## config.mk

```make
export PLATFORM = sky130hd
export DESIGN_NAME = oneshot_timer
export DESIGN_NICKNAME = d
export VERILOG_FILES = /design/src/rtl/oneshot_pkg.sv /design/src/rtl/os_sync.sv /design/src/rtl/os_edge_qual.sv /design/src/rtl/os_timer.sv /design/src/rtl/oneshot_timer.sv
export SDC_FILE = /design/constraint.sdc
export NUM_CORES = 1
export LEC_CHECK = 0
export BUFFER_PORTS_ARGS = -buffer_cell sky130_fd_sc_hd__buf_2
export CAP_MARGIN = 0
export CORE_ASPECT_RATIO = 1.5
export CORE_UTILIZATION = 48
export DETAILED_ROUTE_END_ITERATION = 10
export PLACE_DENSITY_LB_ADDON = 0.08
export SLEW_MARGIN = 20
export SYNTH_ARGS = -nofsm -noshare
export SYNTH_HDL_FRONTEND = slang
export SYNTH_SLANG_ARGS = --single-unit
export TNS_END_PERCENT = 10
```

## constraint.sdc

```tcl
create_clock -name clk -period 1.9 [get_ports clk]
set_input_delay 0.095 -clock clk [delete_from_list [all_inputs] [get_ports clk]]
set_output_delay 0.095 -clock clk [all_outputs]
set_load 0.05 [all_outputs]
```

## src/rtl/oneshot_pkg.sv

```systemverilog
package oneshot_pkg;

    // Idle levels of the two trigger inputs
    localparam logic RISE_IDLE = 1'b0;
    localparam logic FALL_IDLE = 1'b1;

    typedef enum logic {
        MODE_LOCKOUT = 1'b0,
        MODE_EXTEND  = 1'b1
    } retrig_mode_e;

    typedef struct packed {
        logic rise_lvl;
        logic fall_lvl;
    } trig_pair_t;

    typedef struct packed {
        logic rise_hit;
        logic fall_hit;
    } trig_hits_t;

    function automatic trig_pair_t idle_pair();
        trig_pair_t p;
        p.rise_lvl = RISE_IDLE;
        p.fall_lvl = FALL_IDLE;
        return p;
    endfunction

endpackage

```

## src/rtl/os_sync.sv

```systemverilog
module os_sync
    import oneshot_pkg::*;
#(
    parameter int STAGES = 2
) (
    input  logic       clk,
    input  logic       rst,
    input  trig_pair_t din,
    output trig_pair_t dout
);

    trig_pair_t stage [STAGES];

    always_ff @(posedge clk) begin
        if (rst) stage[0] <= idle_pair();
        else     stage[0] <= din;
    end

    for (genvar i = 1; i < STAGES; i++) begin : g_stage
        always_ff @(posedge clk) begin
            if (rst) stage[i] <= idle_pair();
            else     stage[i] <= stage[i-1];
        end
    end

    assign dout = stage[STAGES-1];

endmodule

```

## src/rtl/os_edge_qual.sv

```systemverilog
module os_edge_qual
    import oneshot_pkg::*;
(
    input  logic       clk,
    input  logic       rst,
    input  trig_pair_t lvl,
    output trig_hits_t hits,
    output logic       fire
);

    trig_pair_t prev;

    always_ff @(posedge clk) begin
        if (rst) prev <= idle_pair();
        else     prev <= lvl;
    end

    always_comb begin
        hits.rise_hit = lvl.rise_lvl & ~prev.rise_lvl & lvl.fall_lvl;
        hits.fall_hit = ~lvl.fall_lvl & prev.fall_lvl & ~lvl.rise_lvl;
    end

    assign fire = hits.rise_hit | hits.fall_hit;

    // a leading-edge hit only follows a rise of the synchronized level
    assert_rise_edge_R1: assert property (@(posedge clk) disable iff (rst)
        hits.rise_hit |-> $rose(lvl.rise_lvl));

    // a trailing-edge hit only follows a fall of the synchronized level
    assert_fall_edge_R2: assert property (@(posedge clk) disable iff (rst)
        hits.fall_hit |-> $fell(lvl.fall_lvl));

endmodule

```

## src/rtl/os_timer.sv

```systemverilog
module os_timer
    import oneshot_pkg::*;
#(
    parameter int W = 16
) (
    input  logic         clk,
    input  logic         rst,
    input  logic         clr_n,
    input  logic         fire,
    input  retrig_mode_e mode,
    input  logic [W-1:0] period,
    output logic         active
);

    localparam logic [W-1:0] ZERO = '0;
    localparam logic [W-1:0] ONE  = W'(1);

    logic [W-1:0] remain;
    logic         load;

    assign active = (remain != ZERO);
    assign load   = fire && (!active || mode == MODE_EXTEND);

    always_ff @(posedge clk or negedge clr_n) begin
        if (!clr_n)      remain <= ZERO;
        else if (rst)    remain <= ZERO;
        else if (load)   remain <= period;
        else if (active) remain <= remain - ONE;
    end

    // an idle timer that accepts a trigger holds the requested count
    assert_load_R4: assert property (@(posedge clk) disable iff (rst || !clr_n)
        (fire && !active) |=> remain == $past(period));

    // a zero count leaves the timer idle
    assert_zero_period_R5: assert property (@(posedge clk) disable iff (rst || !clr_n)
        (fire && !active && period == ZERO) |=> !active);

    // extend mode reloads on every trigger during a pulse
    assert_reload_R6: assert property (@(posedge clk) disable iff (rst || !clr_n)
        (fire && active && mode == MODE_EXTEND) |=> remain == $past(period));

    // lockout mode keeps counting down through triggers
    assert_lockout_R7: assert property (@(posedge clk) disable iff (rst || !clr_n)
        (active && (!fire || mode == MODE_LOCKOUT)) |=> remain == $past(remain) - ONE);

endmodule

```

## src/rtl/oneshot_timer.sv

```systemverilog
module oneshot_timer
    import oneshot_pkg::*;
#(
    parameter int PERIOD_W    = 16,
    parameter int SYNC_STAGES = 2
) (
    input  logic                clk,
    input  logic                rst,
    input  logic                clr_n,
    input  logic                trig_rise,
    input  logic                trig_fall,
    input  logic                retrig_en,
    input  logic [PERIOD_W-1:0] period,
    output logic                pulse_out,
    output logic                pulse_out_n
);

    trig_pair_t   raw_lvl;
    trig_pair_t   sync_lvl;
    trig_hits_t   hits;
    logic         fire;
    logic         active;
    retrig_mode_e mode;

    assign raw_lvl.rise_lvl = trig_rise;
    assign raw_lvl.fall_lvl = trig_fall;
    assign mode = retrig_en ? MODE_EXTEND : MODE_LOCKOUT;

    os_sync #(.STAGES(SYNC_STAGES)) u_sync (
        .clk  (clk),
        .rst  (rst),
        .din  (raw_lvl),
        .dout (sync_lvl)
    );

    os_edge_qual u_qual (
        .clk  (clk),
        .rst  (rst),
        .lvl  (sync_lvl),
        .hits (hits),
        .fire (fire)
    );

    os_timer #(.W(PERIOD_W)) u_timer (
        .clk    (clk),
        .rst    (rst),
        .clr_n  (clr_n),
        .fire   (fire),
        .mode   (mode),
        .period (period),
        .active (active)
    );

    assign pulse_out   = active;
    assign pulse_out_n = ~active;

    // a pulse only begins after an accepted trigger
    assert_start_needs_fire_R4: assert property (@(posedge clk) disable iff (rst || !clr_n)
        $rose(pulse_out) |-> $past(fire));

    // a synchronous reset leaves the output low
    assert_reset_clears_R8: assert property (@(posedge clk) disable iff (!clr_n)
        rst |=> !pulse_out);

endmodule

```

# Word level (Yosys, flattened, before mapping)
# Memories as Yosys holds them, arrays and structs flattened.
# Cells that the tools add are included.
[classes] add_sub_neg=1 mux=9 bitwise_logic=11 reduce_logical=5
[op_table] cell="16-bit 2-to-1 mux" n=3
[op_table] cell="16-bit nonzero test" n=1
[op_table] cell="16-bit by 1-bit subtractor with 16-bit output (second input constant)" n=1
[op_table] cell="1-bit AND" n=4
[op_table] cell="1-bit 2-to-1 mux" n=4
[op_table] cell="2-bit 2-to-1 mux" n=2
[op_table] cell="1-bit NOT" n=4
[op_table] cell="1-bit OR" n=3
[op_table] cell="3-bit nonzero test" n=1
[op_table] cell="1-bit logical AND" n=1
[op_table] cell="1-bit logical NOT" n=1
[op_table] cell="1-bit logical OR" n=1
[totals] register_bits=18 ram_bits=4 output_inout_bits=2 memories=1
[mem_list] memory="u_sync.stage" depth=2 word_bits=2 read_ports=2 rd_ports_with_merged_regs=0 write_ports=2 line_no="os_sync.sv:12" rtl="trig_pair_t stage [STAGES];"

# Longest topological paths before layout
[logic_depth] ltp_word=7 mapped_depth=10

# Hierarchy
# From an unflattened synthesis, not the netlist that was laid out.
[unflattened] hier_cells=136 area_unflattened_um2=1393.8
[by_module_without_submodules] module="os_timer" instances=1 cells_per_inst=119 area_per_inst_um2=1204.9
[by_module_without_submodules] module="os_sync" instances=1 cells_per_inst=8 area_per_inst_um2=105.1
[by_module_without_submodules] module="os_edge_qual" instances=1 cells_per_inst=8 area_per_inst_um2=80.1
[by_module_without_submodules] module="oneshot_timer" instances=1 cells_per_inst=1 area_per_inst_um2=3.8

# Least setup slack after synthesis
# OpenSTA, ideal clock, no wires.
[synth_timing] path_kind="register to register" start="register u_timer.remain[0]" end="register u_timer.remain[10]" arrival_time_ps=2292 required_time_ps=1780 setup_slack_ps=-512 path_stages_with_launch=11 period_less_slack_ps=2412 cell_sequence="dfrtp_1 > inv_1 > ha_1 > nor2b_1 > nand2_4 > or3_1 > buf_2 > inv_2 > a21oi_1 > buf_2 > o211a_1"
[synth_between] elab_chain_cells=6 elab_cells_between_ends=9 classes_between="1 x add/sub; 3 x mux; 5 x reduce/logical"
[synth_rtl] item="from (decl)" line_no="os_timer.sv:18" rtl="logic [W-1:0] remain;"
[synth_rtl] item="from (signal assigned)" line_no="os_timer.sv:27" rtl="else if (load) remain <= period;"
[synth_rtl] item="from (signal assigned)" line_no="os_timer.sv:28" rtl="else if (active) remain <= remain - ONE;"
[synth_rtl] item="16-bit nonzero test (*)" line_no="os_timer.sv:21" rtl="assign active = (remain != ZERO);"
[synth_rtl] item="via pulse_out" line_no="oneshot_timer.sv:14" rtl="output logic pulse_out,"
[synth_rtl] item="1-bit logical NOT" line_no="os_timer.sv:22" rtl="assign load = fire && (!active || mode == MODE_EXTEND);"
[synth_rtl] item="1-bit logical OR" line_no="os_timer.sv:22"
[synth_rtl] item="1-bit logical AND" line_no="os_timer.sv:22"
[synth_rtl] item="16-bit 2-to-1 mux" line_no="os_timer.sv:27"
[synth_rtl] item="16-bit 2-to-1 mux" line_no="os_timer.sv:26" rtl="else if (rst) remain <= ZERO;"
# The timed path passes the listed nets; every way through them passes the cells marked *. The select of a mux whose other input is x is not followed.
# A chain may end at the register's enable or synchronous reset.

# Final worst setup path
[layout_timing] start="register u_timer.remain[4]" end="output pulse_out_n"
[layout_between] elab_chain_cells=2
[layout_rtl] item="16-bit nonzero test" line_no="os_timer.sv:21"
[layout_rtl] item="1-bit NOT" line_no="oneshot_timer.sv:55" rtl="assign pulse_out_n = ~active;"
[layout_rtl] item="to (decl)" line_no="oneshot_timer.sv:15" rtl="output logic pulse_out_n"
# No other way between the ends.

==> results.py <==
metrics = {
    "sta": {
        "slew_violations": 0,
        "setup_viol": 7,
        "min_period_over_period_pct": 103,
        "finalHoldViolCount": 0,
        "fmax_mhz": 509,
        "finalSetupTns_ps": -146,
        "finalCriticalPeriod_ps": 1970,
        "holdWs_ps": 17.5,
        "worst_clock_skew_ps": 4.56,
        "finalWorstSetupSlack_ps": -66.0,
        "rsz0062_at_grt": "true",
        "worstMarginPinSlew_ps": 616,
        "maxSlewHeadroom_pct": 58.9,
    },
    "yosys": {
        "synth_cell_types": 37,
        "ys_async_sr_fraction_pct": 72.7,
        "synth_edf_count": 0,
        "synth.area.top_cells": "dfrtp_1 (32%), o211a_1 (10%), dfxtp_1 (9.7%)",
        "synth-seq-cells": 22,
        "syn_nets": 150,
        "synth_cells": 127,
        "synth.largest_area_cell": "dfrtp_1",
        "yosysSeqAreaShare_pct": 41.9,
        "avgSynthCellArea_um2": 9.79,
        "yosysWarningCount": 0,
        "synth_top_area_share_pct": 32.2,
        "synth_ff_type": "dfrtp_1",
        "syn_area_um2": 1240,
    },
    "floorplanning": {
        "rows": 22,
        "io_pins": 24,
        "fp.dieArea_um2": 2800,
        "die_w_um": 43.6,
        "fp.coreArea_um2": 2450,
        "die_h_um": 64.3,
        "start_util_pct": 50.8,
    },
    "setup_path": {
        "path_class": "register to primary output",
        "startpoint_type": "register",
        "crit_required_ps": 1800,
        "crit_fanout": 4,
        "cp-end-kind": "primary output",
        "cp.arrival_ps": 1870,
    },
    "detailed_routing": {
        "drt_iter0_drc": 36,
        "drc": 4,
        "first_pass_iters": 7,
        "drtAntennaViolNets": 0,
        "avgRoutedWirePerCell_um": 15.3,
        "finalWirelength_um": 3020,
        "vias_per_cell": 5.67,
        "vias": 1122,
    },
    "power": {
        "p_sw_mw": 1.05,
        "ir_worst_vdd_mv": 0.924,
        "p_leak_nw": 0.836,
        "sw_frac_of_total_pct": 40.5,
        "clockPowerShare_pct": 10.2,
        "seq_power_share_pct": 28.4,
        "p_int_mw": 1.54,
        "powerDensity_nw_per_um2": 1560,
        "power_frac_comb_pct": 61.3,
    },
    "placement": {
        "gp_routability_congestion": 0.794,
        "place_area_um2": 1520,
        "pre_cts_ws_ps": -26.0,
        "port_buffers": 23,
        "dp_hpwl_um": 2190,
    },
    "cts": {
        "htree_levels": 1,
        "cts_root_buffer": "clkbuf_4",
        "cts_buffers": 3,
        "cts_tree": "yes",
        "cts_buffer_depth": 2,
        "numClockSinks": 22,
        "clk_latency_ps": 310,
        "cts.clk_slew.worst_paths_ps": 120,
    },
    "job": {
        "max-cap-violations": 0,
    },
    "final_layout": {
        "design_area_um2": 1660,
        "nNetsFinal": 198,
        "final_util_pct": 67.8,
        "antenna_cells": 0,
        "layout-drive-gt1-share_pct": 38.5,
        "area_growth_pct": 33.5,
    },
    "grt": {
        "grt_use_total_pct": 23.9,
        "grt_start_max_net_pins": 17,
        "grt_pass1_wl_um": 4970,
        "grt_pass1_vias": 1154,
        "antenna_found_initial": 0,
        "grt_overflow_total": 0,
    },
    "status": {
        "violations": "design-rule violations, negative setup slack",
        "outcome": "finished with violations",
    },
    "worst_hold_path": {
        "hold_path_class": "input pin to register",
    },
}
power by group through the flow:
| stage | clock network [mW] | registers, mW | logic (mW) |
|---|---|---|---|
| 2_1_floorplan | 0 | 0.746 | 0.975 |
| 3_3_place_gp | 0 | 0.739 | 1.38 |
| 3_5_place_dp | 0 | 0.739 | 1.42 |
| 4_1_cts | 0.267 | 0.732 | 1.55 |
| 5_1_grt | 0.285 | 0.744 | 1.74 |
| 6_report | 0.264 | 0.734 | 1.58 |
critical path, cell delays in order, from the launching register on:
cell and delay [ps]:
dfrtp_1 440, nor4_4 370, nand2_4 80, or3_4 450, inv_12 90, buf_12 130
sequential cells by signal (all words and copies together) (netlist names):
signal / flops
u_timer.remain: 16
u_sync.stage: 4
u_qual.prev: 2
cell type report:
cell class	instances	area, µm²
clock buffer	4	36.3
fill	193	790
inverter	4	27.5
multi-input combinational	93	692
sequential	22	520
tap	24	30.0
timing repair buffer	51	354
kinds of logic (layout without fill, tap and decap cells):
family | Yosys count | count (layout) | synth area share [%]
and+or+nand+nor | 43 | 43 | 20.8
AOI/OAI and AO/OA | 37 | 37 | 22.4
DFF | 22 | 22 | 41.9
xor gates and xnor gates | 12 | 12 | 8.45
buffers and inverters | 12 | 59 | 5.43
adders and majority gates | 1 | 1 | 1.01
Yosys cell counts, types with 2 or more instances:
| master | number |
|---|---|
| o211a_1 | 13 |
| nor3b_1 | 3 |
| nand4_1 | 2 |
| inv_1 | 3 |
| dfrtp_1 | 16 |
| xor2_1 | 8 |
| buf_2 | 3 |
| nor2_1 | 6 |
| o21ai_0 | 14 |
| dfxtp_1 | 6 |
| nor3_1 | 4 |
| or2_2 | 3 |
| clkbuf_1 | 3 |
| nand2_1 | 8 |
| xnor2_1 | 4 |
| or3_1 | 2 |
| nand3_1 | 4 |
| nor2b_1 | 4 |
| o211ai_1 | 2 |
| a21oi_1 | 2 |
per-stage QoR:
stage | cells | power, mW
2_1_floorplan | 127 | 1.72
3_5_place_dp | 187 | 2.16
5_1_grt | 198 | 2.77
3_3_place_gp | 187 | 2.12
4_1_cts | 198 | 2.55
6_report | 198 | 2.58
metal layers:
metal  global-route usage (%)  share of wire, %  vias up
li1                         -                 -      550
met1                     27.4                42      535
met2                     42.0                52       30
met3                     4.24               3.2        7
met4                     9.77               2.1        0
met5                        0                 0        -
cell usage in the layout, fill, tap and decap left out, types with 6 or more instances in the layout:
master / synthesis / layout
o21ai_0: 14 / 14
dfxtp_1: 6 / 6
buf_4: 0 / 25
dfrtp_1: 16 / 16
xor2_1: 8 / 8
nand2_1: 8 / 8
o211a_1: 13 / 13
buf_2: 3 / 21
nor2_1: 6 / 6
path summary, 6_finish.rpt:
path                                                    start                        endpoint  slack [ps]  cells after the start
worst max-delay path            u_timer.remain[4]$_DFFE_PN0P_                     pulse_out_n         -70                      5
worst min-delay path                                period[4]   u_timer.remain[4]$_DFFE_PN0P_          20                      2
worst max register to register  u_timer.remain[4]$_DFFE_PN0P_   u_timer.remain[8]$_DFFE_PN0P_         -20                      6
worst min register to register  u_sync.stage[0][0]$_SDFF_PP1_   u_sync.stage[1][0]$_SDFF_PP1_         450                      1
max in group asynchronous                               clr_n  u_timer.remain[11]$_DFFE_PN0P_        1420                      2
min in group asynchronous                               clr_n   u_timer.remain[5]$_DFFE_PN0P_         210                      2
repair_timing:
action,in CTS,in global routing
hold buffers,3,0
buffers inserted,4,0
resized for setup,8,3
pin swaps,2,1
endpoints found under the setup margin,16,18
hold endpoints to repair,18,0
cloned,0,0
No activity file was read; power rests on OpenSTA's default activity.
